<file path="src/rtl/eep_pkg.sv">
package eep_pkg;
  localparam int unsigned WADDR_W = 8;

  typedef enum logic [2:0] {
    ST_IDLE,
    ST_DEV,
    ST_WADR,
    ST_WDAT,
    ST_ACK,
    ST_RDAT,
    ST_RACK
  } eep_state_e;
endpackage

</file>
<file path="src/rtl/eep_bus_edge.sv">
module eep_bus_edge #(
  parameter int unsigned SYNC_STAGES = 2
) (
  input  logic clk,
  input  logic rst_n,
  input  logic scl_i,
  input  logic sda_i,
  output logic sda_s,
  output logic scl_rise,
  output logic scl_fall,
  output logic start_det,
  output logic stop_det
);
  // one extra stage holds the previous synchronized level
  logic [SYNC_STAGES:0] scl_pipe, sda_pipe;
  logic scl_s, scl_q, sda_q;

  always_ff @(posedge clk or negedge rst_n) begin
    if (!rst_n) begin
      scl_pipe <= '1;
      sda_pipe <= '1;
    end else begin
      scl_pipe <= {scl_pipe[SYNC_STAGES-1:0], scl_i};
      sda_pipe <= {sda_pipe[SYNC_STAGES-1:0], sda_i};
    end
  end

  assign scl_s = scl_pipe[SYNC_STAGES-1];
  assign scl_q = scl_pipe[SYNC_STAGES];
  assign sda_s = sda_pipe[SYNC_STAGES-1];
  assign sda_q = sda_pipe[SYNC_STAGES];

  assign scl_rise  = scl_s & ~scl_q;
  assign scl_fall  = ~scl_s & scl_q;
  assign start_det = scl_s & scl_q & sda_q & ~sda_s;
  assign stop_det  = scl_s & scl_q & ~sda_q & sda_s;
endmodule

</file>
<file path="src/rtl/eep_store.sv">
module eep_store #(
  parameter int unsigned PAGE_W   = 4,
  parameter int unsigned WR_TICKS = 1000000
) (
  input  logic                          clk,
  input  logic                          rst_n,
  input  logic                          buf_clr,
  input  logic [eep_pkg::WADDR_W-PAGE_W-1:0] buf_base,
  input  logic                          buf_wr,
  input  logic [PAGE_W-1:0]             buf_idx,
  input  logic [7:0]                    buf_data,
  input  logic                          commit_req,
  input  logic                          wr_enable,
  input  logic [eep_pkg::WADDR_W-1:0]   rd_addr,
  output logic [7:0]                    rd_data,
  output logic                          busy
);
  localparam int unsigned DEPTH = 1 << eep_pkg::WADDR_W;
  localparam int unsigned PAGE  = 1 << PAGE_W;
  localparam int unsigned CNT_W = $clog2(WR_TICKS + 1);
  localparam int unsigned BASE_W = eep_pkg::WADDR_W - PAGE_W;

  logic [7:0]        mem  [DEPTH];
  logic [7:0]        pbuf [PAGE];
  logic [PAGE-1:0]   pvld_q, pvld_n;
  logic [BASE_W-1:0] base_q;
  logic [CNT_W-1:0]  cnt_q, cnt_n;
  logic              do_commit;

  assign busy      = (cnt_q != '0);
  assign do_commit = commit_req & wr_enable & ~busy;
  assign rd_data   = mem[rd_addr];

  always_comb begin
    pvld_n = pvld_q;
    if (buf_clr || do_commit) pvld_n = '0;
    else if (buf_wr)          pvld_n[buf_idx] = 1'b1;
  end

  always_comb begin
    cnt_n = cnt_q;
    if (do_commit)  cnt_n = CNT_W'(WR_TICKS);
    else if (busy)  cnt_n = cnt_q - CNT_W'(1);
  end

  always_ff @(posedge clk or negedge rst_n) begin
    if (!rst_n) begin
      pvld_q <= '0;
      base_q <= '0;
      cnt_q  <= '0;
    end else begin
      pvld_q <= pvld_n;
      cnt_q  <= cnt_n;
      if (buf_clr) base_q <= buf_base;
    end
  end

  // data storage carries no reset
  always_ff @(posedge clk) begin
    if (buf_wr) pbuf[buf_idx] <= buf_data;
  end

  always_ff @(posedge clk) begin
    for (int p = 0; p < PAGE; p++) begin
      if (do_commit && pvld_q[p]) mem[{base_q, PAGE_W'(p)}] <= pbuf[p];
    end
  end
endmodule

</file>
<file path="src/rtl/eep_proto.sv">
module eep_proto
  import eep_pkg::*;
#(
  parameter logic [6:0]  DEV_ADDR = 7'h50,
  parameter int unsigned PAGE_W   = 4
) (
  input  logic                     clk,
  input  logic                     rst_n,
  input  logic                     sda_s,
  input  logic                     scl_rise,
  input  logic                     scl_fall,
  input  logic                     start_det,
  input  logic                     stop_det,
  input  logic                     busy,
  input  logic [7:0]               rd_data,
  output logic                     sda_drv,
  output logic [WADDR_W-1:0]       rd_addr,
  output logic                     buf_clr,
  output logic [WADDR_W-PAGE_W-1:0] buf_base,
  output logic                     buf_wr,
  output logic [PAGE_W-1:0]        buf_idx,
  output logic [7:0]               buf_data,
  output logic                     commit_req
);
  eep_state_e         state_q, state_n, after_q, after_n;
  logic [2:0]         bit_q, bit_n;
  logic [7:0]         sh_q, sh_n;
  logic [WADDR_W-1:0] ptr_q, ptr_n;
  logic               drv_q, drv_n, full_q, full_n, sess_q, sess_n;

  assign sda_drv  = drv_q;
  assign rd_addr  = ptr_q;
  assign buf_base = sh_q[WADDR_W-1:PAGE_W];
  assign buf_idx  = ptr_q[PAGE_W-1:0];
  assign buf_data = sh_q;

  always_comb begin
    state_n = state_q; after_n = after_q; bit_n = bit_q; sh_n = sh_q;
    ptr_n = ptr_q; drv_n = drv_q; full_n = full_q; sess_n = sess_q;
    buf_clr = 1'b0; buf_wr = 1'b0; commit_req = 1'b0;
    if (stop_det) begin
      state_n = ST_IDLE; drv_n = 1'b0; full_n = 1'b0;
      commit_req = sess_q; sess_n = 1'b0;
    end else if (start_det) begin
      state_n = ST_DEV; drv_n = 1'b0; bit_n = '0; full_n = 1'b0; sess_n = 1'b0;
    end else begin
      case (state_q)
        ST_DEV, ST_WADR, ST_WDAT: begin
          if (scl_rise && !full_q) begin
            sh_n  = {sh_q[6:0], sda_s};
            bit_n = bit_q + 3'd1;
            if (bit_q == 3'd7) full_n = 1'b1;
          end else if (scl_fall && full_q) begin
            full_n = 1'b0; bit_n = '0; state_n = ST_ACK; drv_n = 1'b1;
            case (state_q)
              ST_DEV: begin
                if (sh_q[7:1] == DEV_ADDR && !busy) begin
                  after_n = sh_q[0] ? ST_RDAT : ST_WADR;
                end else begin
                  state_n = ST_IDLE; drv_n = 1'b0;
                end
              end
              ST_WADR: begin
                ptr_n = sh_q; buf_clr = 1'b1; after_n = ST_WDAT;
              end
              default: begin
                buf_wr  = 1'b1; sess_n = 1'b1; after_n = ST_WDAT;
                ptr_n   = {ptr_q[WADDR_W-1:PAGE_W], ptr_q[PAGE_W-1:0] + PAGE_W'(1)};
              end
            endcase
          end
        end
        ST_ACK: begin
          if (scl_fall) begin
            drv_n = 1'b0; state_n = after_q;
            if (after_q == ST_RDAT) begin
              sh_n = rd_data; drv_n = ~rd_data[7]; bit_n = '0;
            end
          end
        end
        ST_RDAT: begin
          if (scl_fall) begin
            if (bit_q == 3'd7) begin
              drv_n = 1'b0; state_n = ST_RACK; ptr_n = ptr_q + 8'd1; full_n = 1'b0;
            end else begin
              sh_n = {sh_q[6:0], 1'b0}; bit_n = bit_q + 3'd1; drv_n = ~sh_q[6];
            end
          end
        end
        ST_RACK: begin
          if (scl_rise) begin
            if (sda_s) state_n = ST_IDLE;
            else       full_n  = 1'b1;
          end else if (scl_fall && full_q) begin
            full_n = 1'b0; state_n = ST_RDAT; sh_n = rd_data;
            drv_n = ~rd_data[7]; bit_n = '0;
          end
        end
        default: ;
      endcase
    end
  end

  always_ff @(posedge clk or negedge rst_n) begin
    if (!rst_n) begin
      state_q <= ST_IDLE; after_q <= ST_IDLE; bit_q <= '0; sh_q <= '0;
      ptr_q <= '0; drv_q <= 1'b0; full_q <= 1'b0; sess_q <= 1'b0;
    end else begin
      state_q <= state_n; after_q <= after_n; bit_q <= bit_n; sh_q <= sh_n;
      ptr_q <= ptr_n; drv_q <= drv_n; full_q <= full_n; sess_q <= sess_n;
    end
  end
endmodule

</file>
<file path="src/rtl/i2c_eeprom_tgt.sv">
module i2c_eeprom_tgt #(
  parameter logic [6:0]  DEV_ADDR    = 7'h50,
  parameter int unsigned PAGE_W      = 4,
  parameter int unsigned WR_TICKS    = 1000000,
  parameter int unsigned SYNC_STAGES = 2
) (
  input  logic clk,
  input  logic rst_n,
  input  logic scl_i,
  input  logic sda_i,
  output logic sda_oe,
  input  logic wp_i,
  input  logic pwr_ok_i
);
  localparam int unsigned BASE_W = eep_pkg::WADDR_W - PAGE_W;

  logic [1:0] rst_sync;
  logic       rst_int_n;
  logic       sda_s, scl_rise, scl_fall, start_det, stop_det;
  logic       busy, buf_clr, buf_wr, commit_req, sda_drv;
  logic [BASE_W-1:0]           buf_base;
  logic [PAGE_W-1:0]           buf_idx;
  logic [7:0]                  buf_data, rd_data;
  logic [eep_pkg::WADDR_W-1:0] rd_addr;

  always_ff @(posedge clk or negedge rst_n) begin
    if (!rst_n) rst_sync <= '0;
    else        rst_sync <= {rst_sync[0], 1'b1};
  end
  assign rst_int_n = rst_sync[1];

  eep_bus_edge #(.SYNC_STAGES(SYNC_STAGES)) u_edge (
    .clk(clk), .rst_n(rst_int_n), .scl_i(scl_i), .sda_i(sda_i),
    .sda_s(sda_s), .scl_rise(scl_rise), .scl_fall(scl_fall),
    .start_det(start_det), .stop_det(stop_det)
  );

  eep_proto #(.DEV_ADDR(DEV_ADDR), .PAGE_W(PAGE_W)) u_proto (
    .clk(clk), .rst_n(rst_int_n), .sda_s(sda_s), .scl_rise(scl_rise),
    .scl_fall(scl_fall), .start_det(start_det), .stop_det(stop_det),
    .busy(busy), .rd_data(rd_data), .sda_drv(sda_drv), .rd_addr(rd_addr),
    .buf_clr(buf_clr), .buf_base(buf_base), .buf_wr(buf_wr),
    .buf_idx(buf_idx), .buf_data(buf_data), .commit_req(commit_req)
  );

  eep_store #(.PAGE_W(PAGE_W), .WR_TICKS(WR_TICKS)) u_store (
    .clk(clk), .rst_n(rst_int_n), .buf_clr(buf_clr), .buf_base(buf_base),
    .buf_wr(buf_wr), .buf_idx(buf_idx), .buf_data(buf_data),
    .commit_req(commit_req), .wr_enable(~wp_i & pwr_ok_i),
    .rd_addr(rd_addr), .rd_data(rd_data), .busy(busy)
  );

  assign sda_oe = sda_drv;
endmodule

</file>
<file path="config.mk">
export PLATFORM = sky130hd
export DESIGN_NAME = i2c_eeprom_tgt
export DESIGN_NICKNAME = d
export VERILOG_FILES = /design/src/rtl/eep_pkg.sv /design/src/rtl/eep_bus_edge.sv /design/src/rtl/eep_store.sv /design/src/rtl/eep_proto.sv /design/src/rtl/i2c_eeprom_tgt.sv
export SDC_FILE = /design/constraint.sdc
export NUM_CORES = 2
export LEC_CHECK = 0
export BUFFER_PORTS_ARGS = -buffer_cell sky130_fd_sc_hd__buf_2
export CORE_MARGIN = 5
export CORE_UTILIZATION = 61
export DETAILED_ROUTE_END_ITERATION = 10
export PLACE_DENSITY_LB_ADDON = 0.3
export SLEW_MARGIN = 20
export SYNTH_ARGS = -nofsm -noshare
export SYNTH_HDL_FRONTEND = slang
export SYNTH_SLANG_ARGS = --single-unit
export TNS_END_PERCENT = 10
</file>
<file path="constraint.sdc">
create_clock -name clk -period 3.3 [get_ports clk]
set_clock_uncertainty 0.1 [all_clocks]
set_input_delay 0.33 -clock clk [delete_from_list [all_inputs] [get_ports clk]]
set_output_delay 0.33 -clock clk [all_outputs]
set_load 0.05 [all_outputs]
</file>
Word level (Yosys, flattened, before mapping):

Memory sizes are Yosys's and may differ from the RTL's.
Cells that the tools add are included.

* shift-type cells: 0
* multiplexer cells: 121
* reductions and logical operators: 44
* add/sub/neg operators: 4
* equal/unequal tests: 40
* bitwise gates (word level): 22
* $lt $le $gt $ge: 2
* divide/modulo/power cells: 0
* multiply operators: 0

Operators by type and width (count)
* 8-bit two-way mux: 11
* 1-bit two-way mux: 75
* 3-bit two-way mux: 23
* 20-bit two-way mux: 2
* 16-bit two-way mux: 2
* 8-bit case mux with 2 select lines: 2
* 8-bit case mux with 4 select lines: 1
* 3-bit case mux with 4 select lines: 2
* 1-bit logical AND: 20
* 4-bit by 3-bit != test with 1-bit output (second input constant): 5
* 20-bit nonzero test: 1
* 20-bit by 1-bit subtractor with 20-bit output (second input constant): 1
* 2-bit by 1-bit != test with 1-bit output (second input constant): 9
* 16-bit OR: 1
* 8-bit AND reduction: 2
* 3-bit == test (second input constant): 5
* 5-bit != test (second input constant): 3
* 7-bit AND reduction: 2
* 1-bit NOT: 11
* 1-bit AND: 10
* 10-bit AND reduction: 1
* 5-bit nonzero test: 2
* 3-bit by 2-bit != test with 1-bit output (second input constant): 3
* 3-bit != test (second input constant): 3
* other kinds (27): 36

* bits in registers: 76
* output and inout bits: 1
* memories kept: 2
* RAM bits: 2176
* ROM bits: 0
* bits in latches: 0

Memories
* u_store.mem: words 256, width 8, rd ports 1, clocked after Yosys merged registers in 0, write ports 16, RTL line eep_store.sv:23 `logic [7:0] mem [DEPTH];`
* u_store.pbuf: words 16, width 8, rd ports 16, clocked after Yosys merged registers in 0, write ports 1, RTL line eep_store.sv:24 `logic [7:0] pbuf [PAGE];`

Logic depth before layout (Yosys ltp):

* depth in word-level cells: 10
* gate-level depth with buffers: 13

Modules after synthesis:

Synthesis repeated with hierarchy kept, for this count alone.

* cell total of the unflattened synthesis: 4329
* area total of the unflattened synthesis: 87338.8 µm²

Modules (own cells, without submodules)
* eep_store: instances 1, sequential area each 66343.6 µm², area an instance 85000.3 µm², cells each 4097
* eep_proto: instances 1, sequential area each 700.7 µm², area an instance 2080.7 µm², cells each 218
* eep_bus_edge: instances 1, sequential area each 157.7 µm², area an instance 190.2 µm², cells each 10
* i2c_eeprom_tgt: instances 1, sequential area each 50.0 µm², area an instance 67.6 µm², cells each 4

Least setup slack after synthesis:

Ideal clock, no wire load.

* path kind: reg2reg
* start point: register u_store.cnt_q[3]
* end point: memory u_store.mem[104][0] (enable)
* stages on the path, launching flop included: 11
* clock period less this slack: 3.039 ns
* data arrival time: 2.569 ns
* setup slack: 0.261 ns
* buffers on the path: 3
* data required time: 2.830 ns
* library setup time: 0.370 ns
* cell sequence: dfrtp_1 > or4_1 > nor2_2 > and4_1 > buf_2 > inv_2 > nor2_4 > buf_6 > nand2_2 > buf_6 > nor2_1

RTL lines
* from (decl): RTL line eep_store.sv:27 `logic [CNT_W-1:0] cnt_q, cnt_n;`
* from (signal assigned): RTL line eep_store.sv:53 `cnt_q <= cnt_n;`
* to (decl): RTL line eep_store.sv:23

Worst setup path in the final report:

* start point: register u_proto.ptr_q[0] (netlist: u_proto.rd_addr[0])
* end point: register u_proto.sh_q[7] (netlist: u_proto.buf_data[7])

* longest elaborated chain between the ends: 4

Ends and longest elaborated chain
* from (decl): RTL line eep_proto.sv:28 `logic [WADDR_W-1:0] ptr_q, ptr_n;`
* from (signal assigned): RTL line eep_proto.sv:110 `ptr_q <= ptr_n; drv_q <= drv_n; full_q <= full_n; sess_q <= sess_n;`
* memory 256 x 8 bit (*)
* 8-bit two-way mux (on tied branches): RTL line eep_proto.sv:94, eep_proto.sv:76
* 8-bit two-way mux (on tied branches): RTL line eep_proto.sv:91, eep_proto.sv:74
* 8-bit case mux with 4 select lines (*): RTL line eep_proto.sv:47 `case (state_q)`
* to (signal assigned): RTL line eep_proto.sv:109 `state_q <= state_n; after_q <= after_n; bit_q <= bit_n; sh_q <= sh_n;`
* to (decl): RTL line eep_proto.sv:27 `logic [7:0] sh_q, sh_n;`

Every way passes the cells marked *; elsewhere a longest branch is shown, timed or not. The select of a mux whose other input is x is not followed.
A chain may end at the register's enable or synchronous reset.

==> out/results.md <==
### STA
• 7 — setup violators final
• 1390 ps — slew at the pin closest to its max-slew limit
• 0 — final hold viol count
• 0.291 GHz — maximum clock frequency
• 104% — share of the clock period used by the worst path after layout
• -137 ps — smallest setup slack after layout
• 3440 ps — time the worst path needs with I/O delays and setup
• true — unrepaired setup endpoints after global routing
• 7.66% — worst max-slew margin expressed relative to the limit
• 118 ps — final hold slack
• 0 — number of pins exceeding their max-slew limit in the final report

### Power
• 32.2% — switching share of power
• 0.0549 W — internal power
• 33.7 nW — static leakage
• 789 nW/um2 — PwrDens
• 0.0261 W — Switching Power
• 0.576 mV — IR drop worst, VDD
• 30.1% — Logic pwr share
• 39.1% — relative contribution of sequential cells to total power
• 30.9% — share of power burned in the clock network

### Cells and area
• 67300 um2 — register area
• 71.6% — final design utilization
• 18800 um2 — area used by multi-input combinational logic
• 17.0% — post-synthesis to final-layout area growth
• 5011 — Final Net Count
• 8157 — Layout fillers
• 32.2% — ratio of cells with drive above 1 in the final layout

### Job
• 0 — count of maximum capacitance violations

### Clock network
• done — CTS tree
• sky130_fd_sc_hd__clkbuf_16 — cell at the root of the clock tree
• 3 — clk buf depth
• 210 — clock buffer count from CTS
• 2252 — Sink Count
• 860 ps — clock insertion delay at the later pin of the skew report
• 70 ps — clock-pin transition on the worst setup and hold timing paths
• 4 — number of H-tree levels

### Synthesis
• 3.06% — fraction of the mapped netlist area in compound gates
• 0 — number of warnings reported in the yosys synthesis log
• 4227 — Syn Nets
• sky130_fd_sc_hd__edfxtp_1 — top cell type by total area after synthesis
• 2252 — flops & latches, synth
• 20.8 um2 — synthesized area divided by synthesized cell count
• sky130_fd_sc_hd__edfxtp_1 75%, sky130_fd_sc_hd__mux4_2 11%, sky130_fd_sc_hd__dfrtp_1 2.0% — dominant cells by area after synthesis
• 0.114% — share of synthesized cell area in full adder, half adder and majority cells
• 0.110% — xor and xnor area share after synthesis
• 3.57% — area fraction in and, or, nand and nor cells after synthesis
• 76.7% — sequential area share after synthesis
• 87700 um2 — total standard cell area after synthesis
• 4213 — number of standard cells after synthesis
• multiplexers — largest family of logic cells by synthesized area
• sky130_fd_sc_hd__edfxtp_1 — main flop type after synthesis
• 14.5% — multiplexer share of the synthesized area
• 74.5% — Yosys top cell area share
• 2176 — count of flip-flops with a built-in enable after synthesis
• 3.37% — share of flip-flops with an asynchronous set or reset
• 95 — count of different cell masters after synthesis

### Drt
• 7.45 — mean number of vias per cell
• 10600 — iteration-0 DRC count of the detailed router
• 0 — Residual DRC
• 52900 — via total after detailed routing
• 9 — number of optimization iterations in the first detailed-route pass
• 47.5 um — routed length per instance
• 0 — Antenna Nets Post-Route
• 338000 um — post-detailed-routing wire length

### Worst setup path
• 3930 ps — required time of the critical path
• register — type of destination of the critical path
• -140 ps — minimum setup slack among reg-to-reg paths
• 4070 ps — critical path data arrival time
• register — CP Launch Type
• 16 — CP Max Fanout
• u_proto.buf_data[7] — worst reg2reg endpoint
• u_proto.rd_addr[0] — launching point of the worst reg2reg path
• 11 — Worst R2R Path Depth
• register to register — classification of the worst setup path

### GRT
• 44.4% — Tot GR Track Use
• 50 — maximum number of pins on one net before global-route repair
• 0 — overall overflow remaining after global route
• 49 — initial antenna violation count
• 49600 — vias in the first global route
• 444000 um — first-pass GRT wire length

### Worst hold path
• u_store.cnt_q[14] — Hold EP
• input port to register — Hold/Removal Path Class
• 6 — worst hold path depth
• pwr_ok_i — launch instance of the worst min-delay path

### Placed design
• 1.17 — Final Wtd Congestion
• -191 ps — pre-CTS worst setup slack
• 6 — number of port buffers
• 225000 um — dpl hpwl

### Floorplan
• 143000 um2 — total core area
• 139 — standard-cell rows
• 151000 um2 — full die area
• 389 um — Die X-Extent
• 61.2% — effective utilization at floorplan
• 7 — number of I/O pins
• 389 um — die extent in y

### Outcome
• setup timing — violations in the final reports
• complete, but fails checks — outcome

stage by stage:
step | cell area (um2) | std cells | setup TNS, ps | total power [W]
final | 103000 | 7107 | -375 | 0.0810
after CTS | 102000 | 7052 | -331 | 0.0792
after global placement | 94900 | 6648 | -664 | 0.0545
after floorplan | 87700 | 4213 | 0 | 0.0439
after global routing | 103000 | 7082 | -198 | 0.0822
after detailed placement | 94900 | 6652 | -685 | 0.0546
final cells by class:
class | instances | area share [%]
Clock buffer | 260 | 5.48
Sequential cell | 2252 | 65.6
Clock inverter | 132 | 1.39
Inverter | 13 | 0.0476
Antenna cell | 27 | 0.0658
Timing Repair Buffer | 814 | 6.81
Multi-Input combinational cell | 1706 | 18.3
Tap cell | 1903 | 2.32
cells by family (layout without fill, tap and decap cells):
| group | count (synthesis) | after routing |
|---|---|---|
| xor gates and xnor gates | 11 | 11 |
| other | 1 | 28 |
| muxes | 630 | 630 |
| and+or+nand+nor | 682 | 682 |
| DFF | 2252 | 2252 |
| adders and majority gates | 8 | 8 |
| buffers and inverters | 255 | 1219 |
| AOI/OAI and AO/OA | 374 | 374 |
layer usage:
metal	track usage, %	vias up	wire length, um
li1	-	19100	-
met1	59.6	26700	107000
met2	62.0	6046	143000
met3	21.3	1036	64700
met4	21.4	48	22900
met5	0.319	-	470
worst max path at each step:
| stage | endpoint | cells past startpoint | startpoint | slack (ps) |
|---|---|---|---|---|
| floorplan | u_store.mem[104][0] | 10 | u_store.cnt_q[3] | 260 |
| global placement | u_proto.buf_data[5] | 10 | u_proto.rd_addr[0] | -270 |
| detailed placement | u_proto.buf_data[5] | 10 | u_proto.rd_addr[0] | -190 |
| CTS | u_proto.buf_data[7] | 12 | u_proto.rd_addr[0] | -130 |
| global route | u_proto.buf_data[7] | 12 | u_proto.rd_addr[0] | -60 |
| finish | u_proto.buf_data[7] | 11 | u_proto.rd_addr[0] | -140 |
cell usage after synthesis, types with 35 or more instances:
master	number
sky130_fd_sc_hd__edfxtp_1	2176
sky130_fd_sc_hd__mux4_2	447
sky130_fd_sc_hd__nor2_1	369
sky130_fd_sc_hd__mux2i_1	114
sky130_fd_sc_hd__nand2_1	96
sky130_fd_sc_hd__clkbuf_1	75
sky130_fd_sc_hd__dfrtp_1	70
sky130_fd_sc_hd__buf_2	65
sky130_fd_sc_hd__o21ai_0	54
sky130_fd_sc_hd__a22oi_1	51
sky130_fd_sc_hd__mux4_1	48
sky130_fd_sc_hd__o22ai_1	43
sky130_fd_sc_hd__buf_6	41
sky130_fd_sc_hd__nor3_1	36
sky130_fd_sc_hd__a211oi_1	35
sky130_fd_sc_hd__a21oi_1	35
worst max-delay path: stages (launching register included):
cell                       delay [ps]
sky130_fd_sc_hd__dfrtp_4          530
sky130_fd_sc_hd__buf_16           190
sky130_fd_sc_hd__buf_12           200
sky130_fd_sc_hd__mux4_1           470
sky130_fd_sc_hd__nor2b_1          310
sky130_fd_sc_hd__a211oi_1          90
sky130_fd_sc_hd__nor4_1           500
sky130_fd_sc_hd__buf_4            220
sky130_fd_sc_hd__a32o_1           130
sky130_fd_sc_hd__a22oi_1          110
sky130_fd_sc_hd__buf_4            180
sky130_fd_sc_hd__o31ai_1          230
placed cells by master, fill, tap and decap left out, types with 16 or more instances in the layout:
| cell type | netlist | layout |
|---|---|---|
| sky130_fd_sc_hd__o211ai_1 | 17 | 17 |
| sky130_fd_sc_hd__bufinv_16 | 0 | 26 |
| sky130_fd_sc_hd__clkinvlp_4 | 0 | 17 |
| sky130_fd_sc_hd__dfrtp_1 | 70 | 64 |
| sky130_fd_sc_hd__mux2_2 | 21 | 21 |
| sky130_fd_sc_hd__a21oi_1 | 35 | 35 |
| sky130_fd_sc_hd__mux2i_1 | 114 | 113 |
| sky130_fd_sc_hd__clkinv_1 | 0 | 37 |
| sky130_fd_sc_hd__a22o_1 | 18 | 18 |
| sky130_fd_sc_hd__clkinv_2 | 0 | 38 |
| sky130_fd_sc_hd__nand2b_1 | 16 | 16 |
| sky130_fd_sc_hd__mux4_2 | 447 | 452 |
| sky130_fd_sc_hd__nand2_1 | 96 | 96 |
| sky130_fd_sc_hd__buf_4 | 32 | 726 |
| sky130_fd_sc_hd__nor3_1 | 36 | 36 |
| sky130_fd_sc_hd__nand3_1 | 29 | 29 |
| sky130_fd_sc_hd__o21ai_0 | 54 | 53 |
| sky130_fd_sc_hd__mux4_1 | 48 | 43 |
| sky130_fd_sc_hd__edfxtp_1 | 2176 | 2176 |
| sky130_fd_sc_hd__o21a_1 | 18 | 18 |
| sky130_fd_sc_hd__nor2b_1 | 32 | 29 |
| sky130_fd_sc_hd__a211oi_1 | 35 | 32 |
| sky130_fd_sc_hd__clkbuf_16 | 0 | 217 |
| sky130_fd_sc_hd__o22ai_1 | 43 | 42 |
| sky130_fd_sc_hd__diode_2 | 0 | 27 |
| sky130_fd_sc_hd__clkbuf_1 | 75 | 38 |
| sky130_fd_sc_hd__a22oi_1 | 51 | 47 |
| sky130_fd_sc_hd__nor2_1 | 369 | 367 |
| sky130_fd_sc_hd__buf_12 | 9 | 49 |
| sky130_fd_sc_hd__nor4_1 | 23 | 19 |
repair_timing:
action,4_1_cts,5_1_grt
setup buffers,0,18
pin swaps,1,3
hold buffers,8,0
resized for setup,9,31
gates cloned,0,2
endpoints found under the setup margin,8,8
hold endpoints to repair,6,0
registers in the layout (all words and copies together), names as in the netlist:
name              flops
u_store.mem        2048
u_proto.rd_addr       8
u_edge.sda_pipe       3
u_proto.buf_data      8
u_proto.sess_q        1
u_proto.full_q        1
u_store.pbuf        128
u_proto.after_q       3
u_proto.state_q       3
u_edge.scl_pipe       3
u_store.cnt_q        20
u_store.base_q        4
u_proto.bit_q         3
u_proto.sda_drv       1
u_store.pvld_q       16
rst_sync              2
power groups by stage:
stage / clock [W] / sequential [W] / combinational (W)
finish: 0.0250 / 0.0316 / 0.0243
CTS: 0.0249 / 0.0316 / 0.0227
global route: 0.0262 / 0.0316 / 0.0243
global placement: 0 / 0.0322 / 0.0223
detailed placement: 0 / 0.0322 / 0.0224
floorplan: 0 / 0.0321 / 0.0118
No activity file was read; power rests on OpenSTA's default activity.
